## config.mk

```make
export PLATFORM = sky130hd
export DESIGN_NAME = cmp_timer
export DESIGN_NICKNAME = d
export VERILOG_FILES = /design/src/rtl/cmp_timer_pkg.sv /design/src/rtl/cmp_timer_regs.sv /design/src/rtl/cmp_timer_prescale.sv /design/src/rtl/cmp_timer_core.sv /design/src/rtl/cmp_timer.sv
export SDC_FILE = /design/constraint.sdc
export NUM_CORES = 1
export LEC_CHECK = 0
export BUFFER_PORTS_ARGS = -buffer_cell sky130_fd_sc_hd__buf_2
export CAP_MARGIN = 20
export CORE_UTILIZATION = 60
export CTS_CLUSTER_DIAMETER = 40
export DETAILED_ROUTE_END_ITERATION = 10
export PLACE_DENSITY = 0.93
export SLEW_MARGIN = 20
export SYNTH_ARGS = -nofsm -noshare
export SYNTH_HDL_FRONTEND = slang
export SYNTH_HIERARCHICAL = 1
export SYNTH_SLANG_ARGS = --single-unit
```

## constraint.sdc

```tcl
create_clock -name clk -period 3 [get_ports clk]
set_input_delay 0.15 -clock clk [delete_from_list [all_inputs] [get_ports clk]]
set_output_delay 0.15 -clock clk [all_outputs]
set_load 0.01 [all_outputs]
```

## src/rtl/cmp_timer_pkg.sv

```systemverilog
// cmp_timer_pkg: register offsets and control bit positions shared by the
// timer modules. Assumes byte offsets on an 8-bit or wider address.
package cmp_timer_pkg;
    localparam int unsigned OFS_CTRL  = 32'h00;
    localparam int unsigned OFS_PSC   = 32'h04;
    localparam int unsigned OFS_STAT  = 32'h08;
    localparam int unsigned OFS_IEN   = 32'h0c;
    localparam int unsigned OFS_CMP   = 32'h10;
    localparam int unsigned OFS_COUNT = 32'h24;

    localparam int unsigned CB_RUN   = 0;
    localparam int unsigned CB_WAIT  = 3;
    localparam int unsigned CB_CLKPE = 6;
    localparam int unsigned CB_FREE  = 9;

    typedef struct packed {
        logic free_run;
        logic clk_periph;
        logic wait_run;
        logic run;
    } ctrl_t;
endpackage

```

## src/rtl/cmp_timer_regs.sv

```systemverilog
// cmp_timer_regs: register storage, write decode and read multiplexer.
// Assumes single-cycle write strobes; read data is combinational and zero
// whenever the read strobe is low or the offset is not decoded.
module cmp_timer_regs
    import cmp_timer_pkg::*;
#(
    parameter int ADDR_W = 8,
    parameter int DW     = 32,
    parameter int PSC_W  = 12
) (
    input  logic              clk,
    input  logic              rst_n,
    input  logic [ADDR_W-1:0] bus_addr,
    input  logic [DW-1:0]     bus_wdata,
    input  logic              bus_wr,
    input  logic              bus_rd,
    output logic [DW-1:0]     bus_rdata,
    input  logic              flag,
    input  logic [DW-1:0]     count,
    output ctrl_t             ctrl,
    output logic [PSC_W-1:0]  psc,
    output logic [DW-1:0]     cmp,
    output logic              ien,
    output logic              zero_wr,
    output logic              flag_clr
);
    localparam logic [ADDR_W-1:0] A_CTRL  = ADDR_W'(OFS_CTRL);
    localparam logic [ADDR_W-1:0] A_PSC   = ADDR_W'(OFS_PSC);
    localparam logic [ADDR_W-1:0] A_STAT  = ADDR_W'(OFS_STAT);
    localparam logic [ADDR_W-1:0] A_IEN   = ADDR_W'(OFS_IEN);
    localparam logic [ADDR_W-1:0] A_CMP   = ADDR_W'(OFS_CMP);
    localparam logic [ADDR_W-1:0] A_COUNT = ADDR_W'(OFS_COUNT);

    logic wr_ctrl, wr_psc, wr_stat, wr_ien, wr_cmp;

    // Decode write strobes per register.
    always_comb begin
        wr_ctrl = bus_wr && (bus_addr == A_CTRL);
        wr_psc  = bus_wr && (bus_addr == A_PSC);
        wr_stat = bus_wr && (bus_addr == A_STAT);
        wr_ien  = bus_wr && (bus_addr == A_IEN);
        wr_cmp  = bus_wr && (bus_addr == A_CMP);
    end

    // Side-effect pulses toward the counter core.
    assign zero_wr  = wr_ctrl && (bus_wdata == '0);
    assign flag_clr = wr_stat && bus_wdata[0];

    // Control register storage.
    always_ff @(posedge clk) begin
        if (!rst_n) begin
            ctrl <= '0;
        end else if (wr_ctrl) begin
            ctrl.run        <= bus_wdata[CB_RUN];
            ctrl.wait_run   <= bus_wdata[CB_WAIT];
            ctrl.clk_periph <= bus_wdata[CB_CLKPE];
            ctrl.free_run   <= bus_wdata[CB_FREE];
        end
    end

    // Prescaler, compare and interrupt-enable storage.
    always_ff @(posedge clk) begin
        if (!rst_n) begin
            psc <= '0;
            cmp <= '0;
            ien <= 1'b0;
        end else begin
            if (wr_psc) psc <= bus_wdata[PSC_W-1:0];
            if (wr_cmp) cmp <= bus_wdata;
            if (wr_ien) ien <= bus_wdata[0];
        end
    end

    // Read multiplexer returning defined bits only.
    always_comb begin
        bus_rdata = '0;
        if (bus_rd) begin
            if (bus_addr == A_CTRL) begin
                bus_rdata[CB_RUN]   = ctrl.run;
                bus_rdata[CB_WAIT]  = ctrl.wait_run;
                bus_rdata[CB_CLKPE] = ctrl.clk_periph;
                bus_rdata[CB_FREE]  = ctrl.free_run;
            end else if (bus_addr == A_PSC) begin
                bus_rdata[PSC_W-1:0] = psc;
            end else if (bus_addr == A_STAT) begin
                bus_rdata[0] = flag;
            end else if (bus_addr == A_IEN) begin
                bus_rdata[0] = ien;
            end else if (bus_addr == A_CMP) begin
                bus_rdata = cmp;
            end else if (bus_addr == A_COUNT) begin
                bus_rdata = count;
            end
        end
    end
endmodule

```

## src/rtl/cmp_timer_prescale.sv

```systemverilog
// cmp_timer_prescale: qualifies source ticks (source select, run enable,
// wait gating) and divides them by psc+1 into counter steps.
// Assumes ref_tick is synchronous to clk. A prescaler lowered below the
// current phase ends the period at once instead of rolling the phase over.
module cmp_timer_prescale #(
    parameter int PSC_W = 12
) (
    input  logic             clk,
    input  logic             rst_n,
    input  logic             run,
    input  logic             clk_periph,
    input  logic             wait_run,
    input  logic             ref_tick,
    input  logic             cpu_wait,
    input  logic             sync_clr,
    input  logic [PSC_W-1:0] psc,
    output logic             step
);
    logic [PSC_W-1:0] phase;
    logic             tick;
    logic             last;

    // Source tick qualification.
    always_comb begin
        tick = run && (clk_periph || ref_tick) && (!cpu_wait || wait_run);
        last = (phase >= psc);
        step = tick && last;
    end

    // Prescaler phase counter.
    always_ff @(posedge clk) begin
        if (!rst_n || sync_clr) begin
            phase <= '0;
        end else if (tick) begin
            phase <= last ? '0 : phase + PSC_W'(1);
        end
    end

    // Steps are separated by at least psc+1 ticks.
    p_step_spacing_r3: assert property (@(posedge clk) disable iff (!rst_n)
        (step && !sync_clr && psc != '0) |=> (!step || psc == '0))
        else $error("prescaled steps too close");
endmodule

```

## src/rtl/cmp_timer_core.sv

```systemverilog
// cmp_timer_core: the 32-bit counter and the compare-match flag.
// Assumes step is already prescaled; sync_clr has priority over a step.
module cmp_timer_core #(
    parameter int DW = 32
) (
    input  logic          clk,
    input  logic          rst_n,
    input  logic          step,
    input  logic          free_run,
    input  logic [DW-1:0] cmp,
    input  logic          sync_clr,
    input  logic          flag_clr,
    output logic [DW-1:0] count,
    output logic          flag
);
    logic [DW-1:0] count_nxt;
    logic          hit;

    // Next counter value and match detection.
    always_comb begin
        count_nxt = (!free_run && count == cmp) ? '0 : count + DW'(1);
        hit       = step && (count_nxt == cmp);
    end

    // Counter register.
    always_ff @(posedge clk) begin
        if (!rst_n || sync_clr) begin
            count <= '0;
        end else if (step) begin
            count <= count_nxt;
        end
    end

    // Sticky match flag; a set outranks a clear.
    always_ff @(posedge clk) begin
        if (!rst_n) begin
            flag <= 1'b0;
        end else if (hit) begin
            flag <= 1'b1;
        end else if (flag_clr) begin
            flag <= 1'b0;
        end
    end

    p_hold_r2: assert property (@(posedge clk) disable iff (!rst_n)
        (!step && !sync_clr) |=> $stable(count))
        else $error("counter moved without a step");

    p_increment_r6: assert property (@(posedge clk) disable iff (!rst_n)
        (step && !sync_clr && (free_run || count != cmp)) |=> (count == $past(count) + DW'(1)))
        else $error("counter did not add one");

    p_restart_r7: assert property (@(posedge clk) disable iff (!rst_n)
        (step && !sync_clr && !free_run && count == cmp) |=> (count == '0))
        else $error("restart mode did not reload zero");

    p_flag_set_r8: assert property (@(posedge clk) disable iff (!rst_n)
        (step && free_run && (count + DW'(1)) == cmp) |=> flag)
        else $error("match did not set flag");

    p_flag_clr_r8: assert property (@(posedge clk) disable iff (!rst_n)
        (flag_clr && !step) |=> !flag)
        else $error("write-one did not clear flag");
endmodule

```

## src/rtl/cmp_timer.sv

```systemverilog
// cmp_timer: bus-attached compare-match timer top level. Ties the register
// file, the tick prescaler and the counter core together and forms the
// level interrupt. Assumes a single clock domain for bus and count logic.
module cmp_timer
    import cmp_timer_pkg::*;
#(
    parameter int ADDR_W = 8,
    parameter int DW     = 32,
    parameter int PSC_W  = 12
) (
    input  logic              clk,
    input  logic              rst_n,
    input  logic [ADDR_W-1:0] bus_addr,
    input  logic [DW-1:0]     bus_wdata,
    input  logic              bus_wr,
    input  logic              bus_rd,
    output logic [DW-1:0]     bus_rdata,
    input  logic              ref_tick,
    input  logic              cpu_wait,
    output logic              irq
);
    ctrl_t            ctrl;
    logic [PSC_W-1:0] psc;
    logic [DW-1:0]    cmp;
    logic [DW-1:0]    count;
    logic             ien;
    logic             flag;
    logic             zero_wr;
    logic             flag_clr;
    logic             step;

    cmp_timer_regs #(.ADDR_W(ADDR_W), .DW(DW), .PSC_W(PSC_W)) u_regs (
        .clk       (clk),
        .rst_n     (rst_n),
        .bus_addr  (bus_addr),
        .bus_wdata (bus_wdata),
        .bus_wr    (bus_wr),
        .bus_rd    (bus_rd),
        .bus_rdata (bus_rdata),
        .flag      (flag),
        .count     (count),
        .ctrl      (ctrl),
        .psc       (psc),
        .cmp       (cmp),
        .ien       (ien),
        .zero_wr   (zero_wr),
        .flag_clr  (flag_clr)
    );

    cmp_timer_prescale #(.PSC_W(PSC_W)) u_psc (
        .clk        (clk),
        .rst_n      (rst_n),
        .run        (ctrl.run),
        .clk_periph (ctrl.clk_periph),
        .wait_run   (ctrl.wait_run),
        .ref_tick   (ref_tick),
        .cpu_wait   (cpu_wait),
        .sync_clr   (zero_wr),
        .psc        (psc),
        .step       (step)
    );

    cmp_timer_core #(.DW(DW)) u_core (
        .clk      (clk),
        .rst_n    (rst_n),
        .step     (step),
        .free_run (ctrl.free_run),
        .cmp      (cmp),
        .sync_clr (zero_wr),
        .flag_clr (flag_clr),
        .count    (count),
        .flag     (flag)
    );

    // Level interrupt: flag masked by the enable bit.
    assign irq = flag && ien;

    p_no_step_when_off_r2: assert property (@(posedge clk) disable iff (!rst_n)
        !ctrl.run |-> !step)
        else $error("step while run enable is off");
endmodule

```

==> results.toml <==
[timing]
worst_slew_pin_slew_ps = 711
clock.fmax_mhz = 342
period_minus_slack_ps = 2930
slew_headroom_pct = 52.4
fin_skew_ps = 11.0
timing.final.crit_share_pct = 97.5
setup_viol = 0
timing.final.ws_setup_ps = 74.5
maxSlewViolCount = 0
whs_ps = 22.8
rsz0062_at_grt = "no"
final-hold-violation-count = 0
fin_setup_tns_ps = 0

[setup_path]
critPathMaxFanout = 10
worstPathRequired_ps = 3320
rrSetupSlack_ps = 70
start_kind = "register"
r2r_end = "u_core/flag$_SDFFE_PN0P_"
r2r_cells = 9
end_kind = "register"
crit_end = "u_core/flag$_SDFFE_PN0P_"
worstSetupStartpoint = "u_core/count[2]$_SDFFE_PP0P_"
worstPathArrival_ps = 3250
regToRegStartpoint = "u_core/count[2]$_SDFFE_PP0P_"
critical_path_class = "register to register"

[placement]
dp_hpwl_um = 17100
gp_congestion = 1.10
dp_slack_ps = 101
portBuffers = 78

[routing]
drt_pass1_iterations = 6
via_count = 7537
postRouteAntennaNets = 0
vias_per_cell = 6.66
drc = 0
drt-total-wl_um = 23000
wl_per_cell_um = 20.3
dr.first_iter.drc_count = 1049

[synth]
syn_nets = 954
synth_area_mm2 = 0.00673
synthArstFlopShare_pct = 0
synth_top_family_by_area = "simple AND/OR/NAND/NOR gates"
seq_area_frac_synth_pct = 28.0
synth_adder_area_share_pct = 2.60
synth_xor_xnor_area_share_pct = 8.85
syn_area_per_cell_um2 = 7.53
yosysUniqueCellTypes = 72
synth_edf_count = 0
yosysWarningCount = 6
muxShareOfSynthArea_pct = 1.97
synth-compound-area-share_pct = 20.8
ys.flop_type = "dfxtp_1"
synthCells = 894
postSynthRegisterBits = 94
post_synth_and_or_nand_nor_area_fraction_pct = 32.1

[hold_path]
hp-class = "primary input to register"

[global_routing]
grt_max_degree = 54
globalRouteOverflowTotal = 0
antenna_found_initial = 0
track_usage_pct = 40.0
grt_pass1_wl_um = 35300
grt_pass1_vias = 6690

[pwr]
leakage_nw = 2.79
vdd_drop_max_mv = 0.293
power.density_mw_per_mm2 = 293

[flow_run]
cap_violations = 0

[floorplanning]
io_pins = 79
coreArea_mm2 = 0.0109
die_w_um = 108
placementRows = 38
die-area_mm2 = 0.0116
start_util_pct = 61.8
dieHeight_um = 108

[finish]
n_antenna_cell = 0
final_cell_mix = "nand2_1, dfxtp_1, buf_2"
layout_commonest_cell = "nand2_1"
fin_nets = 1047
drive_gt1_share_pct = 20.4
n_fill_cell = 886
postLayoutCoreUtil_pct = 71.0
area_delta_synth_final_pct = 14.9

[clocking]
cts_tree = "built"
numCtsBuffers = 9
clk-insertion-delay-late_ps = 380
clockBufferDepth = 2
cts_root_buffer = "clkbuf_8"
clkTransAtPathRegs_ps = 100
cts.sinks = 94
cts.htree.levels = 3

[run_status]
status = "finished, final reports clean"
-- Yosys cell counts (all sizes together), types with 6 or more instances --
| library cell | number | share of area [%] |
|---|---|---|
| nand2 | 146 | 8.1 |
| dfxtp | 94 | 28 |
| nor2 | 73 | 4.1 |
| xnor2 | 51 | 6.6 |
| a21boi | 44 | 4.9 |
| a21oi | 44 | 3.4 |
| nor3 | 40 | 4.0 |
| clkbuf | 39 | 2.3 |
| o21ai | 37 | 2.8 |
| a22oi | 33 | 3.7 |
| nand3 | 31 | 2.6 |
| nand4 | 27 | 2.5 |
| buf | 24 | 2.1 |
| nor4 | 24 | 2.6 |
| inv | 18 | 1.0 |
| xor2 | 17 | 2.2 |
| and3 | 15 | 1.4 |
| ha | 14 | 2.6 |
| mux2i | 11 | 1.6 |
| nand3b | 11 | 1.2 |
| and4 | 9 | 1.2 |
| nor2b | 9 | 0.84 |
| a31oi | 8 | 1.2 |
| nand2b | 8 | 0.86 |
| a211oi | 7 | 0.78 |
| nor3b | 6 | 0.74 |
-- through the flow --
stage,area (um^2),power (W),std cells
after floorplan,6730,0.00134,894
after global placement,7480,0.00141,1114
after detailed placement,7480,0.00141,1114
after CTS,7670,0.00227,1129
after global routing,7730,0.00232,1131
final,7730,0.00227,1131
-- worst min path at each step --
stage                  startpoint                     endpoint  slack (ps)  cells after the start
finish              bus_wdata[22]  u_regs/cmp[22]$_SDFFE_PN0P_          20                      3
global placement    bus_wdata[17]  u_regs/cmp[17]$_SDFFE_PN0P_         410                      3
detailed placement  bus_wdata[21]  u_regs/cmp[21]$_SDFFE_PN0P_         410                      3
CTS                 bus_wdata[21]  u_regs/cmp[21]$_SDFFE_PN0P_          10                      3
floorplan            bus_wdata[9]   u_regs/psc[9]$_SDFFE_PN0P_         280                      2
global route        bus_wdata[14]  u_regs/cmp[14]$_SDFFE_PN0P_          20                      3
-- registers in the layout, summed over array words and instances (netlist names) --
signal,count
u_regs/ctrl,4
u_core/count,32
u_regs/ien,1
u_regs/psc,12
u_regs/cmp,32
u_core/flag,1
u_psc/phase,12
-- logic make-up after synthesis --
kind of cell / count (synthesis)
xor+xnor: 68
compound gates: 205
fa+ha+maj: 14
simple gates: 417
mux: 13
flops: 94
buf+inv: 83
-- area by class of cell --
type	count	area, um^2	area share, %
multi-input combinational	717	4510	58.3
inverter	19	71.3	0.922
clock inverter	3	43.8	0.566
tap	140	175	2.27
timing repair buffer	146	901	11.7
clock buffer	12	145	1.88
sequential	94	1890	24.4
-- critical path, cell delays in order, from the launching register on --
cell and delay [ps]:
dfxtp_1 550, nand3_1 290, xor2_1 200, o221ai_1 180, a2111oi_0 570, o221ai_1 270, or3_1 370, o31ai_1 200
o21ai_1 110, o21ai_1 130
-- power by group --
| group | leakage (nW) | switching (W) | total, W | internal, W |
|---|---|---|---|---|
| Clock | 0.0968 | 0.000474 | 0.000881 | 0.000407 |
| Sequential | 0.759 | 0.00000105 | 0.00125 | 0.00125 |
| Combinational | 1.93 | 0.0000876 | 0.000139 | 0.0000510 |
-- timing repair --
item | 4_1_cts | 5_1_grt
setup buffers | 0 | 2
endpoints found under the setup margin | 0 | 2
hold buffers | 0 | 0
gates resized for setup | 0 | 11
-- per-layer routing --
metal	share of wire, %	GRT usage, %	vias up
li1	-	-	3375
met1	41	56.7	3451
met2	41	57.7	610
met3	14	9.38	101
met4	3.8	16.6	0
met5	0	0	-
Note: power is estimated with default switching activity, not from simulation.
